## config.mk

```make
export PLATFORM = sky130hd
export DESIGN_NAME = irq_vec_ctrl
export DESIGN_NICKNAME = d
export VERILOG_FILES = /design/src/rtl/irq_ctrl_pkg.sv /design/src/rtl/irq_pending.sv /design/src/rtl/irq_arbiter.sv /design/src/rtl/irq_psw.sv /design/src/rtl/irq_vec_ctrl.sv
export SDC_FILE = /design/constraint.sdc
export NUM_CORES = 1
export LEC_CHECK = 0
export BUFFER_PORTS_ARGS = -buffer_cell sky130_fd_sc_hd__buf_4
export CORE_MARGIN = 10
export CORE_UTILIZATION = 41
export CTS_BUF_LIST = sky130_fd_sc_hd__clkbuf_16
export DETAILED_ROUTE_END_ITERATION = 7
export PLACE_DENSITY = 0.85
export SYNTH_ARGS = -nofsm -noshare
export SYNTH_HDL_FRONTEND = slang
export SYNTH_SLANG_ARGS = --single-unit
```

## constraint.sdc

```tcl
create_clock -name clk -period 1.59 [get_ports clk]
set_clock_uncertainty 0.15 [all_clocks]
set_input_delay 0.318 -clock clk [delete_from_list [all_inputs] [get_ports clk]]
set_output_delay 0.318 -clock clk [all_outputs]
set_load 0.1 [all_outputs]
```

## src/rtl/irq_ctrl_pkg.sv

```systemverilog
package irq_ctrl_pkg;
  localparam int PSW_W  = 16;
  localparam int IE_POS = 9;

  typedef enum logic {
    SEL_PEND = 1'b0,
    SEL_MASK = 1'b1
  } reg_sel_e;
endpackage

```

## src/rtl/irq_pending.sv

```systemverilog
module irq_pending #(
  parameter int N  = 8,
  localparam int IW = (N > 1) ? $clog2(N) : 1
) (
  input  logic          clk,
  input  logic          rst,
  input  logic [N-1:0]  hw_set,
  input  logic          wr_en,
  input  logic [N-1:0]  wr_data,
  input  logic          clr_en,
  input  logic [IW-1:0] clr_idx,
  output logic [N-1:0]  pend_q
);
  logic [N-1:0] pend_d;

  always_comb begin
    pend_d = wr_en ? wr_data : pend_q;
    if (clr_en) pend_d[clr_idx] = 1'b0;
    pend_d = pend_d | hw_set;     // hardware set has the last word
  end

  always_ff @(posedge clk) begin
    if (rst) pend_q <= '0;
    else     pend_q <= pend_d;
  end

  p_hw_wins_r10: assert property (@(posedge clk) disable iff (rst)
    !$past(rst) |-> ((pend_q & $past(hw_set)) == $past(hw_set)));
endmodule

```

## src/rtl/irq_arbiter.sv

```systemverilog
module irq_arbiter #(
  parameter int N  = 8,
  localparam int IW = (N > 1) ? $clog2(N) : 1
) (
  input  logic [N-1:0]  req,
  output logic          any,
  output logic [IW-1:0] idx
);
  logic [N-1:0] above;   // above[i]: some request with index > i

  genvar g;
  generate
    for (g = 0; g < N; g++) begin : g_above
      if (g == N-1) begin : g_top
        assign above[g] = 1'b0;
      end else begin : g_rest
        assign above[g] = |req[N-1:g+1];
      end
    end
  endgenerate

  always_comb begin
    idx = '0;
    for (int i = 0; i < N; i++)
      if (req[i] && !above[i]) idx = IW'(i);
  end

  assign any = |req;
endmodule

```

## src/rtl/irq_psw.sv

```systemverilog
module irq_psw
  import irq_ctrl_pkg::*;
#(
  parameter int MW = 8
) (
  input  logic             clk,
  input  logic             rst,
  input  logic             push,
  input  logic             pop,
  input  logic [PSW_W-1:0] pop_data,
  input  logic             ld,
  input  logic [PSW_W-1:0] ld_data,
  input  logic             mask_we,
  input  logic [MW-1:0]    mask_data,
  input  logic             take,
  input  logic             bnd,
  output logic [PSW_W-1:0] psw_q,
  output logic             shadow_q
);
  always_ff @(posedge clk) begin
    if (rst) begin
      psw_q    <= '0;
      shadow_q <= 1'b0;
    end else begin
      if (pop)       psw_q <= pop_data;
      else if (push) psw_q <= '0;
      else if (ld)   psw_q <= ld_data;
      else begin
        if (mask_we) psw_q[MW-1:0] <= mask_data;
        if (take)    psw_q[IE_POS] <= 1'b0;
      end
      // shadow: pop instruction not yet finished at a boundary
      if (pop)      shadow_q <= !bnd;
      else if (bnd) shadow_q <= 1'b0;
    end
  end

  p_push_clears_r8: assert property (@(posedge clk) disable iff (rst)
    (!$past(rst) && $past(push) && !$past(pop)) |-> (psw_q == '0));

  p_pop_loads_r9: assert property (@(posedge clk) disable iff (rst)
    (!$past(rst) && $past(pop)) |-> (psw_q == $past(pop_data)));
endmodule

```

## src/rtl/irq_vec_ctrl.sv

```systemverilog
module irq_vec_ctrl
  import irq_ctrl_pkg::*;
#(
  parameter int          NSRC     = 8,
  parameter int          AW       = 16,
  parameter logic [15:0] VEC_BASE = 16'h2000,
  localparam int         IW       = (NSRC > 1) ? $clog2(NSRC) : 1
) (
  input  logic            clk,
  input  logic            rst,
  input  logic [NSRC-1:0] irq_hw,
  input  logic            insn_bnd,
  input  logic            push_flags,
  input  logic            pop_flags,
  input  logic [15:0]     pop_data,
  input  logic            psw_we,
  input  logic [15:0]     psw_wdata,
  input  logic            reg_we,
  input  logic            reg_sel,
  input  logic [7:0]      reg_wdata,
  output logic [7:0]      reg_rdata,
  output logic [15:0]     psw_q,
  output logic            vec_take,
  output logic [IW-1:0]   vec_src,
  output logic [AW-1:0]   vec_addr
);
  reg_sel_e        sel;
  logic [NSRC-1:0] pend_q, elig;
  logic            any, shadow_q, take_go;
  logic [IW-1:0]   win;

  assign sel = reg_sel_e'(reg_sel);

  irq_pending #(.N(NSRC)) u_pend (
    .clk(clk), .rst(rst), .hw_set(irq_hw),
    .wr_en(reg_we && sel == SEL_PEND), .wr_data(reg_wdata[NSRC-1:0]),
    .clr_en(take_go), .clr_idx(win), .pend_q(pend_q)
  );

  assign elig = pend_q & psw_q[NSRC-1:0];

  irq_arbiter #(.N(NSRC)) u_arb (.req(elig), .any(any), .idx(win));

  assign take_go = insn_bnd && any && psw_q[IE_POS] && !shadow_q &&
                   !pop_flags && !push_flags && !psw_we;

  irq_psw #(.MW(NSRC)) u_psw (
    .clk(clk), .rst(rst), .push(push_flags), .pop(pop_flags),
    .pop_data(pop_data), .ld(psw_we), .ld_data(psw_wdata),
    .mask_we(reg_we && sel == SEL_MASK), .mask_data(reg_wdata[NSRC-1:0]),
    .take(take_go), .bnd(insn_bnd), .psw_q(psw_q), .shadow_q(shadow_q)
  );

  always_ff @(posedge clk) begin
    if (rst) begin
      vec_take  <= 1'b0;
      vec_src   <= '0;
      vec_addr  <= '0;
      reg_rdata <= '0;
    end else begin
      vec_take  <= take_go;
      if (take_go) begin
        vec_src  <= win;
        vec_addr <= AW'(VEC_BASE) + AW'({win, 1'b0});
      end
      reg_rdata <= (sel == SEL_MASK) ? 8'(psw_q[NSRC-1:0]) : 8'(pend_q);
    end
  end

  p_take_qualified_r3: assert property (@(posedge clk) disable iff (rst)
    vec_take |-> ($past(insn_bnd) && $past(psw_q[IE_POS])));

  p_take_clears_ie_r6: assert property (@(posedge clk) disable iff (rst)
    vec_take |-> !psw_q[IE_POS]);

  p_vec_slot_r5: assert property (@(posedge clk) disable iff (rst)
    vec_take |-> (vec_addr[0] == 1'b0 && vec_addr[IW:1] == vec_src));

  p_single_pulse_r5: assert property (@(posedge clk) disable iff (rst)
    vec_take |=> !vec_take);

  p_shadow_r9: assert property (@(posedge clk) disable iff (rst)
    $past(pop_flags) |-> !vec_take);
endmodule

```

After elaboration in Yosys (flattened, before gate mapping)
Cells that the tools add are included.
- flip-flop bits (word level): 53
- input port bits: 56
- output and inout bits: 44
- magnitude comparators: 2
- reduce and logical (&&, ||, !) cells: 36
- bitwise gates (word level): 5
- muxes and demuxes: 22
- add/subtract/negate cells: 1
- operator list (kind ; number):
    $mux 8 ; 5
    $mux 16 ; 2
    $mux 3 ; 6
    $and 8x8->8 ; 2
    $add 14x4->15 const A ; 1
    $logic_and 1x1->1 ; 15
    $logic_not 1->1 ; 11
    $not 8->8 ; 1
    $or 8x8->8 ; 1
    $reduce_bool 4->1 ; 2
    $reduce_or 8->1 ; 1
    $mux 1 ; 7
    $mux 6 ; 1
    $reduce_or 6->1 ; 1
    $reduce_or 5->1 ; 1
    $lt 3x4->1 const B ; 1
    $reduce_or 4->1 ; 1
    $demux 1 s3 ; 1
    $ge 3x1->1 const B ; 1
    $reduce_bool 3->1 ; 1
    $reduce_or 3->1 ; 1
    $reduce_bool 2->1 ; 1
    $reduce_or 2->1 ; 1
    $not 1->1 ; 1

Logic depth before layout (Yosys ltp)
Gate-level depths: netlist of run 1.
- word-level depth: 19
- gate-level depth with buffers: 6

Modules after synthesis
A second synthesis of run 1 with hierarchy kept.
- cell total of the unflattened synthesis: 222
- area, all modules: 2035.7 µm²
- by module, submodules not included (module ; area each (µm²) ; instances ; seq. area each (µm²) ; cells an instance):
    irq_psw ; 894.6 ; 1 ; 340.3 ; 97
    irq_vec_ctrl ; 669.4 ; 1 ; 260.2 ; 71
    irq_pending ; 414.1 ; 1 ; 160.2 ; 42
    irq_arbiter ; 57.6 ; 1 ; 0.0 ; 12

Worst setup path before layout of run 1
OpenSTA, ideal clock, no wires.
- path type: flip-flop to flip-flop
- start: register u_psw.psw_q[7]
- end: register u_psw.psw_q[9]
- data required time: 1.372 ns
- buffers on the path: 0
- stages on the path, launching flop included: 5
- library setup time: 0.068 ns
- slack: -0.530 ns
- data arrival time: 1.903 ns
- cell sequence: dfxtp_1 -> a22o_1 -> or4_4 -> a21o_1 -> a21oi_2
- longest elaborated chain between the ends: 9
- ends and longest elaborated chain (what ; line ; RTL):
    start, declared ; irq_psw.sv:17 ; output logic [PSW_W-1:0] psw_q,
    start signal, assigned ; irq_psw.sv:25 ; if (pop) psw_q <= pop_data;
    start signal, assigned ; irq_psw.sv:27 ; else if (ld) psw_q <= ld_data;
    start signal, assigned by index ; irq_psw.sv:29 ; if (mask_we) psw_q[MW-1:0] <= mask_data;
    $and 8x8->8 ; irq_vec_ctrl.sv:40 ; assign elig = pend_q & psw_q[NSRC-1:0];
    $reduce_or 8->1 ; irq_arbiter.sv:28 ; assign any = |req;
    $logic_and 1x1->1 (4 in a row) ; irq_vec_ctrl.sv:44 ; assign take_go = insn_bnd && any && psw_q[IE_POS] && !shadow_q &&
    $logic_and 1x1->1 (2 in a row) ; irq_vec_ctrl.sv:45 ; !pop_flags && !push_flags && !psw_we;
    $reduce_bool 4->1 (no source line) ; -- ;
Every way passes these cells.
A chain may end at the register's enable or synchronous reset.

Final worst setup path of run 1
- start: register u_pend.pend_q[7]
- end: register vec_addr[3]
- longest elaborated chain between the ends: 12
- ends and longest elaborated chain (what ; line ; RTL):
    start, declared ; irq_pending.sv:12 ; output logic [N-1:0] pend_q
    start signal, assigned ; irq_pending.sv:24 ; else pend_q <= pend_d;
    $and 8x8->8 * ; irq_vec_ctrl.sv:40 ;
    $reduce_or 6->1 ; irq_arbiter.sv:17 ; assign above[g] = |req[N-1:g+1];
    $logic_not 1->1 ; irq_arbiter.sv:25 ; if (req[i] && !above[i]) idx = IW'(i);
    $logic_and 1x1->1 ; irq_arbiter.sv:25 ;
    $mux 1 ; irq_arbiter.sv:25 ;
    $mux 3 (6 in a row) ; irq_arbiter.sv:25 ;
    $add 14x4->15 ; irq_vec_ctrl.sv:64 ; vec_addr <= AW'(VEC_BASE) + AW'({win, 1'b0});
    end signal, assigned ; irq_vec_ctrl.sv:64 ;
    end, declared ; irq_vec_ctrl.sv:25 ; output logic [AW-1:0] vec_addr
Every way passes the cells marked *; elsewhere a longest branch is shown, timed or not.

==> results of run 1 <==
[cells in the mapped netlist (all sizes together)]
master,instances,area share
dfxtp,38,0.39
nor2,34,0.066
buf,22,0.074
a211oi,19,0.074
a22oi,18,0.070
nor3,11,0.028
nand2,9,0.017
mux2,8,0.046
mux2i,8,0.041
nand2b,8,0.026
nor2b,8,0.026
a21oi,7,0.020
a311oi,6,0.027
clkbuf,6,0.012
a22o,4,0.018
a32oi,2,0.0090
and2,2,0.0064
a21o,1,0.0039
a32o,1,0.0052
and3b,1,0.0045
conb,1,0.0019
inv,1,0.0019
nand3,1,0.0026
nand4,1,0.0032
nor4,1,0.0032
o211ai,1,0.0039
o21bai,1,0.0039
o221ai,1,0.0045
or3,1,0.0032
or4,1,0.0058
[registers in the layout (all words and copies together), names as in the netlist]
name	count
u_psw.shadow_q	1
reg_rdata	8
vec_addr	2
vec_src	2
vec_take	1
u_psw.psw_q	16
u_pend.pend_q	8
[kinds of logic (layout without fill, tap and decap cells)]
kind of cell           after synthesis  after routing
other                                1             12
multiplexers                        16             16
AO/OA/AOI/OAI                       61             61
flip-flops                          38             38
AND/OR/NAND/NOR                     78             78
buffers and inverters               29            130
[per-layer routing]
layer	routed length, µm	up-vias	GRT usage
met5	0	-	0
met4	62	0	0.0455
met3	632	6	0.0726
met2	3160	82	0.271
met1	2650	921	0.190
li1	-	1015	-
[critical path, stage by stage (launching register included)]
cell	delay [ps]
dfxtp_2	320
a22o_1	240
or4_4	590
a21oi_1	200
a311oi_1	70
[repair_timing]
item / 4_1_cts / 5_1_grt
setup buffers: 1 / 0
resized for setup: 5 / 1
endpoints found under the setup margin: 6 / 10
pin swaps: 6 / 4
[stage by stage]
step,util,hold slack [ps],setup slack (ps),cell area (µm²)
after global placement,0.640,321,-89.9,2860
after detailed placement,0.640,319,-113,2860
after global routing,0.686,52.1,-135,3070
after CTS,0.685,53.8,-87.4,3070
final,0.686,50.4,-97.8,3070
after floorplan,-,247,-232,2040
[path summary, 6_finish.rpt]
path                                 endpoint  slack [ps]
setup / recovery     vec_addr[3]$_SDFFE_PP0N_        -100
hold / removal    u_psw.shadow_q$_SDFFE_PP0P_          50
setup reg to reg     vec_addr[3]$_SDFFE_PP0N_        -100
hold reg to reg     vec_addr[13]$_SDFFE_PP0N_         340
[power by group through the flow]
stage	logic (µW)	registers (µW)	clock network, µW
after detailed placement	978	1060	0
after global placement	967	1060	0
after global routing	1050	1050	1200
after CTS	997	1040	1160
final	995	1040	1160
after floorplan	372	1370	0
[cell type report]
class	count	area, µm²	share of cell area
Clock inverter	1	3.75	0.00122
Inverter	1	3.75	0.00122
Clock buffer	7	175	0.0571
Timing Repair Buffer	121	937	0.305
Tap cell	52	65.1	0.0212
Sequential cell	38	800	0.261
Multi-Input combinational cell	167	1080	0.353
==> flow_summary.yaml, run 1 <==
floorplanning:
  pin_count: 100
  start_util: 0.434
  coreArea_um2: 4470
  die-area_um2: 7890
  rows: 24
  fp.dieW_um: 88.8
  die_height_um: 88.8
clock_tree:
  clock_latency_ps: 280
  cts.sinks: 38
  clk_path_buf_depth: 2
  cts.reportedPaths.clkPinSlew_ps: 60
  hold_buffers: 0
  clock-root-buffer: "clkbuf_16"
  htree_levels: 2
  cts_tree: "yes"
  cts_buffers: 5
synthesis:
  synthAdderAreaFrac: 0
  synthMuxAreaShare: 0.0877
  yosys.area_share.simple: 0.192
  synth_seq_cells: 38
  synth_xor_xnor_area_share: 0
  yosysWarningCount: 0
  syn_inst: 223
  syn_area_per_cell_um2: 8.70
  ys_seq_area_frac: 0.392
  synth_top_family_by_area: "compound AO/OA/AOI/OAI gates"
  yosysUniqueCellTypes: 33
  netlist_area_um2: 1940
  synth-compound-area-share: 0.239
power:
  power.static_leakage_uw: 0.00142
  internal_power_uw: 2110
  p_total_uw: 3190
  p_seq_frac: 0.326
  irDropWorstVdd_v: 0.000779
  switchingPower_uw: 1080
  clkPwrFrac: 0.362
  power_density_nw_per_um2: 1040
  p_sw_frac: 0.340
  power_frac_comb: 0.312
finish:
  final_common_cell: "buf_4"
  final_cell_mix: "buf_4, nor2_1, dfxtp_1"
  antenna_cells: 0
  nNetsFinal: 390
  syn_to_final_growth_pct: 58.1
  layout-drive-gt1-share: 0.475
  fillers: 354
  layoutNonFillerInstCount: 387
hold_path:
  hold_path_class: "input pin to register"
  hold_depth: 2
  hp-start: "insn_bnd"
place:
  port_buffers: 87
  place_hpwl_um: 5260
  gp_congestion: 0.916
  dp.cells: 378
detailed_routing:
  vias_per_cell: 5.23
  via_count: 2024
  drt-pass1-iter-count: 4
  routed_wl_um: 6500
  drt_iter0_markers: 167
  wire_per_inst_um: 16.8
  antenna_left: 0
  drc_errors: 0
flow_run:
  maxCapViolCount: 0
setup_path:
  cp-end-kind: "register"
  path_class: "register to register"
  critPathLaunch: "u_pend.pend_q[7]$_SDFF_PP0_"
  reg2regPathDepth: 4
  critPathRequiredTime_ps: 1590
  r2r-start: "u_pend.pend_q[7]$_SDFF_PP0_"
  cp-start-kind: "register"
  arrival_ps: 1690
  path_max_fanout: 5
sta:
  finalMaxSlewViolations: 0
  rsz0062_at_grt: "true"
  fin_setup_tns_ps: -330
  fin_crit_ps: 1690
  setup_slack_ps: -97.8
  period_share: 1.06
  fmax_ghz: 0.592
  hold_viol_final: 0
  setup_viol: 6
global_route:
  grt_pass1_vias: 2101
  grt_start_max_net_pins: 39
  antenna_found_initial: 0
  grt-ovfl-total: 0
  grt_use_total: 0.165
  grt_pass1_wl_um: 10300
status:
  outcome: "finished with violations"
  failed_checks: "negative setup slack"
(Power assumes the default switching activity.)
==> inputs of run 2 (changes only) <==
--- a/config.mk
+++ b/config.mk
@@ -11,6 +11,8 @@
 export CTS_BUF_LIST = sky130_fd_sc_hd__clkbuf_16
 export DETAILED_ROUTE_END_ITERATION = 7
 export PLACE_DENSITY = 0.85
+export REMOVE_ABC_BUFFERS = 1
 export SYNTH_ARGS = -nofsm -noshare
 export SYNTH_HDL_FRONTEND = slang
 export SYNTH_SLANG_ARGS = --single-unit
+export TNS_END_PERCENT = 5
==> run 2 against run 1 <==
The flow still finishes with violations (negative setup slack). Critical path depth did not move. Global-route usage is 0.069 points higher. Core utilization shrank 1.8 points. Cell count is 0.26% higher. Sequential power barely moved. Clock power is 6% lower. Non-clock buffer count up 1. Wire length is 1.1% lower.
==> flow_summary.yaml, run 2 (synthesized netlist as in run 1, its figures left out) <==
finish:
  final_cell_mix: "buf_4, dfxtp_1, nor2_1"
  largest-register: "u_psw.psw_q"
  antenna_cells: 0
  final_area_um2: 2990
  layoutNonFillerInstCount: 388
  layout-drive-gt1-share: 0.423
  largest_reg_flops: 16
  final_common_cell: "buf_4"
  syn_to_final_growth_pct: 53.9
  reg.largest.list: "u_psw.psw_q: 16 flops, reg_rdata: 8 flops, u_pend.pend_q: 8 flops"
  nNetsFinal: 391
setup_path:
  reg2regPathDepth: 4
  r2r_slack_ps: -80
  cp-start-kind: "register"
  worstReg2RegEnd: "vec_src[1]$_SDFFE_PP0N_"
  path_max_fanout: 5
  path_class: "register to register"
  crit_path_cell_trace: "a22o_1, or4_4, a21oi_1, a211oi_1"
  r2r-start: "u_psw.psw_q[7]$_SDFFE_PP0P_"
  cp-end-kind: "register"
  arrival_ps: 1670
  cp_slowest_stage_delay_ps: 580
  cp_slowest_cell: "or4_4"
  critPathRequiredTime_ps: 1580
place:
  port_buffers: 87
  dp.cells: 379
  dpl_worst_slack_ps: -89.4
  gp_congestion: 0.901
  place_hpwl_um: 5140
  placed_area_um2: 2800
clock_tree:
  htree_levels: 2
  cts_tree: "yes"
  cts_buffers: 5
  clk_path_buf_depth: 2
  clock_latency_ps: 280
  cts.reportedPaths.clkPinSlew_ps: 50
  clock-root-buffer: "clkbuf_16"
  cts.sinks: 38
  hold_buffers: 0
power:
  power.static_leakage_uw: 0.00140
  power_density_nw_per_um2: 1040
  p_total_uw: 3110
  irDropWorstVdd_v: 0.000689
sta:
  fmax_ghz: 0.598
  hold_viol_final: 0
  rsz0062_at_grt: "true"
  finalMaxSlewViolations: 0
  fin_setup_tns_ps: -361
  setup_slack_ps: -83.5
  setup_viol: 5
  period_share: 1.05
  fin_crit_ps: 1670
detailed_routing:
  drt-pass1-iter-count: 4
  routed_wl_um: 6430
  drt_iter0_markers: 224
  antenna_left: 0
  drc_errors: 0
  via_count: 2063
  vias_per_cell: 5.32
  wire_per_inst_um: 16.6
floorplanning:
  die-area_um2: 7890
  start_util: 0.434
  fp.dieW_um: 88.8
  coreArea_um2: 4470
  rows: 24
  pin_count: 100
  die_height_um: 88.8
global_route:
  antenna_found_initial: 0
  grt_start_max_net_pins: 39
  grt-ovfl-total: 0
  grt_pass1_wl_um: 10400
  grt_pass1_vias: 2165
  grt_use_total: 0.165
status:
  outcome: "finished with violations"
  failed_checks: "negative setup slack"
hold_path:
  hold_end: "u_psw.shadow_q$_SDFFE_PP0P_"
  hp-start: "insn_bnd"
  hold_depth: 2
  hold_path_class: "input pin to register"
flow_run:
  maxCapViolCount: 0
[run 2: changes by cell type in the layout (fill, tap and decap cells not counted), sizes merged]
cell / before / now
buf: 121 / 122
clkbuf: 7 / 5
inv: 1 / 3
bufinv: 0 / 1
clkinv: 1 / 0
[run 2: final cells by class]
cell class	count	area [µm²]
Sequential cell	38	762
Clock inverter	3	37.5
Timing Repair Buffer	122	928
Fill cell	366	1490
Clock buffer	5	125
Inverter	1	3.75
Multi-Input combinational cell	167	1060
Tap cell	52	65.1
[run 2: worst max-delay path by stage]
stage	start	end	slack, ps	cells past startpoint
final	u_psw.psw_q[7]$_SDFFE_PP0P_	vec_src[1]$_SDFFE_PP0N_	-80	4
after global routing	u_psw.psw_q[7]$_SDFFE_PP0P_	vec_src[1]$_SDFFE_PP0N_	-120	4
after CTS	u_psw.psw_q[7]$_SDFFE_PP0P_	u_psw.psw_q[9]$_SDFFE_PP0P_	-80	4
after detailed placement	u_pend.pend_q[1]$_SDFF_PP0_	u_psw.psw_q[9]$_SDFFE_PP0P_	-90	4
after global placement	u_pend.pend_q[1]$_SDFF_PP0_	u_psw.psw_q[9]$_SDFFE_PP0P_	-70	4
after floorplan	vec_addr[3]$_SDFFE_PP0N_	vec_addr[3]$_SDFFE_PP0N_	-550	2
[run 2: critical path, delay by kind of cell, from the launching register on]
family / cells / cell delay (ps)
flops: 1 / 320
simple gates: 1 / 580
compound gates: 3 / 500
[run 2: layer usage]
layer / up-vias / share of wire / global-route usage
li1: 1023 / - / -
met1: 943 / 0.39 / 0.177
met2: 93 / 0.48 / 0.283
met3: 4 / 0.12 / 0.0855
met4: 0 / 0.0044 / 0.0382
met5: - / 0 / 0
[run 2: metrics by stage]
step,util,hold slack [ps]
final,0.668,64.7
after detailed placement,0.626,319
after global placement,0.626,322
after global routing,0.668,68.8
after floorplan,-,237
after CTS,0.667,64.6
[run 2: power by group]
part	leakage (µW)	internal, µW	switching [µW]
Combinational	0.00100	319	660
Clock	0.0000864	728	365
Sequential	0.000314	1010	30.4
[run 2: repair_timing]
action,4_1_cts,5_1_grt
setup endpoints to repair,6,10
resized for setup,3,1
setup buffers,1,0
hold endpoints to repair,0,0
pin swaps,6,4
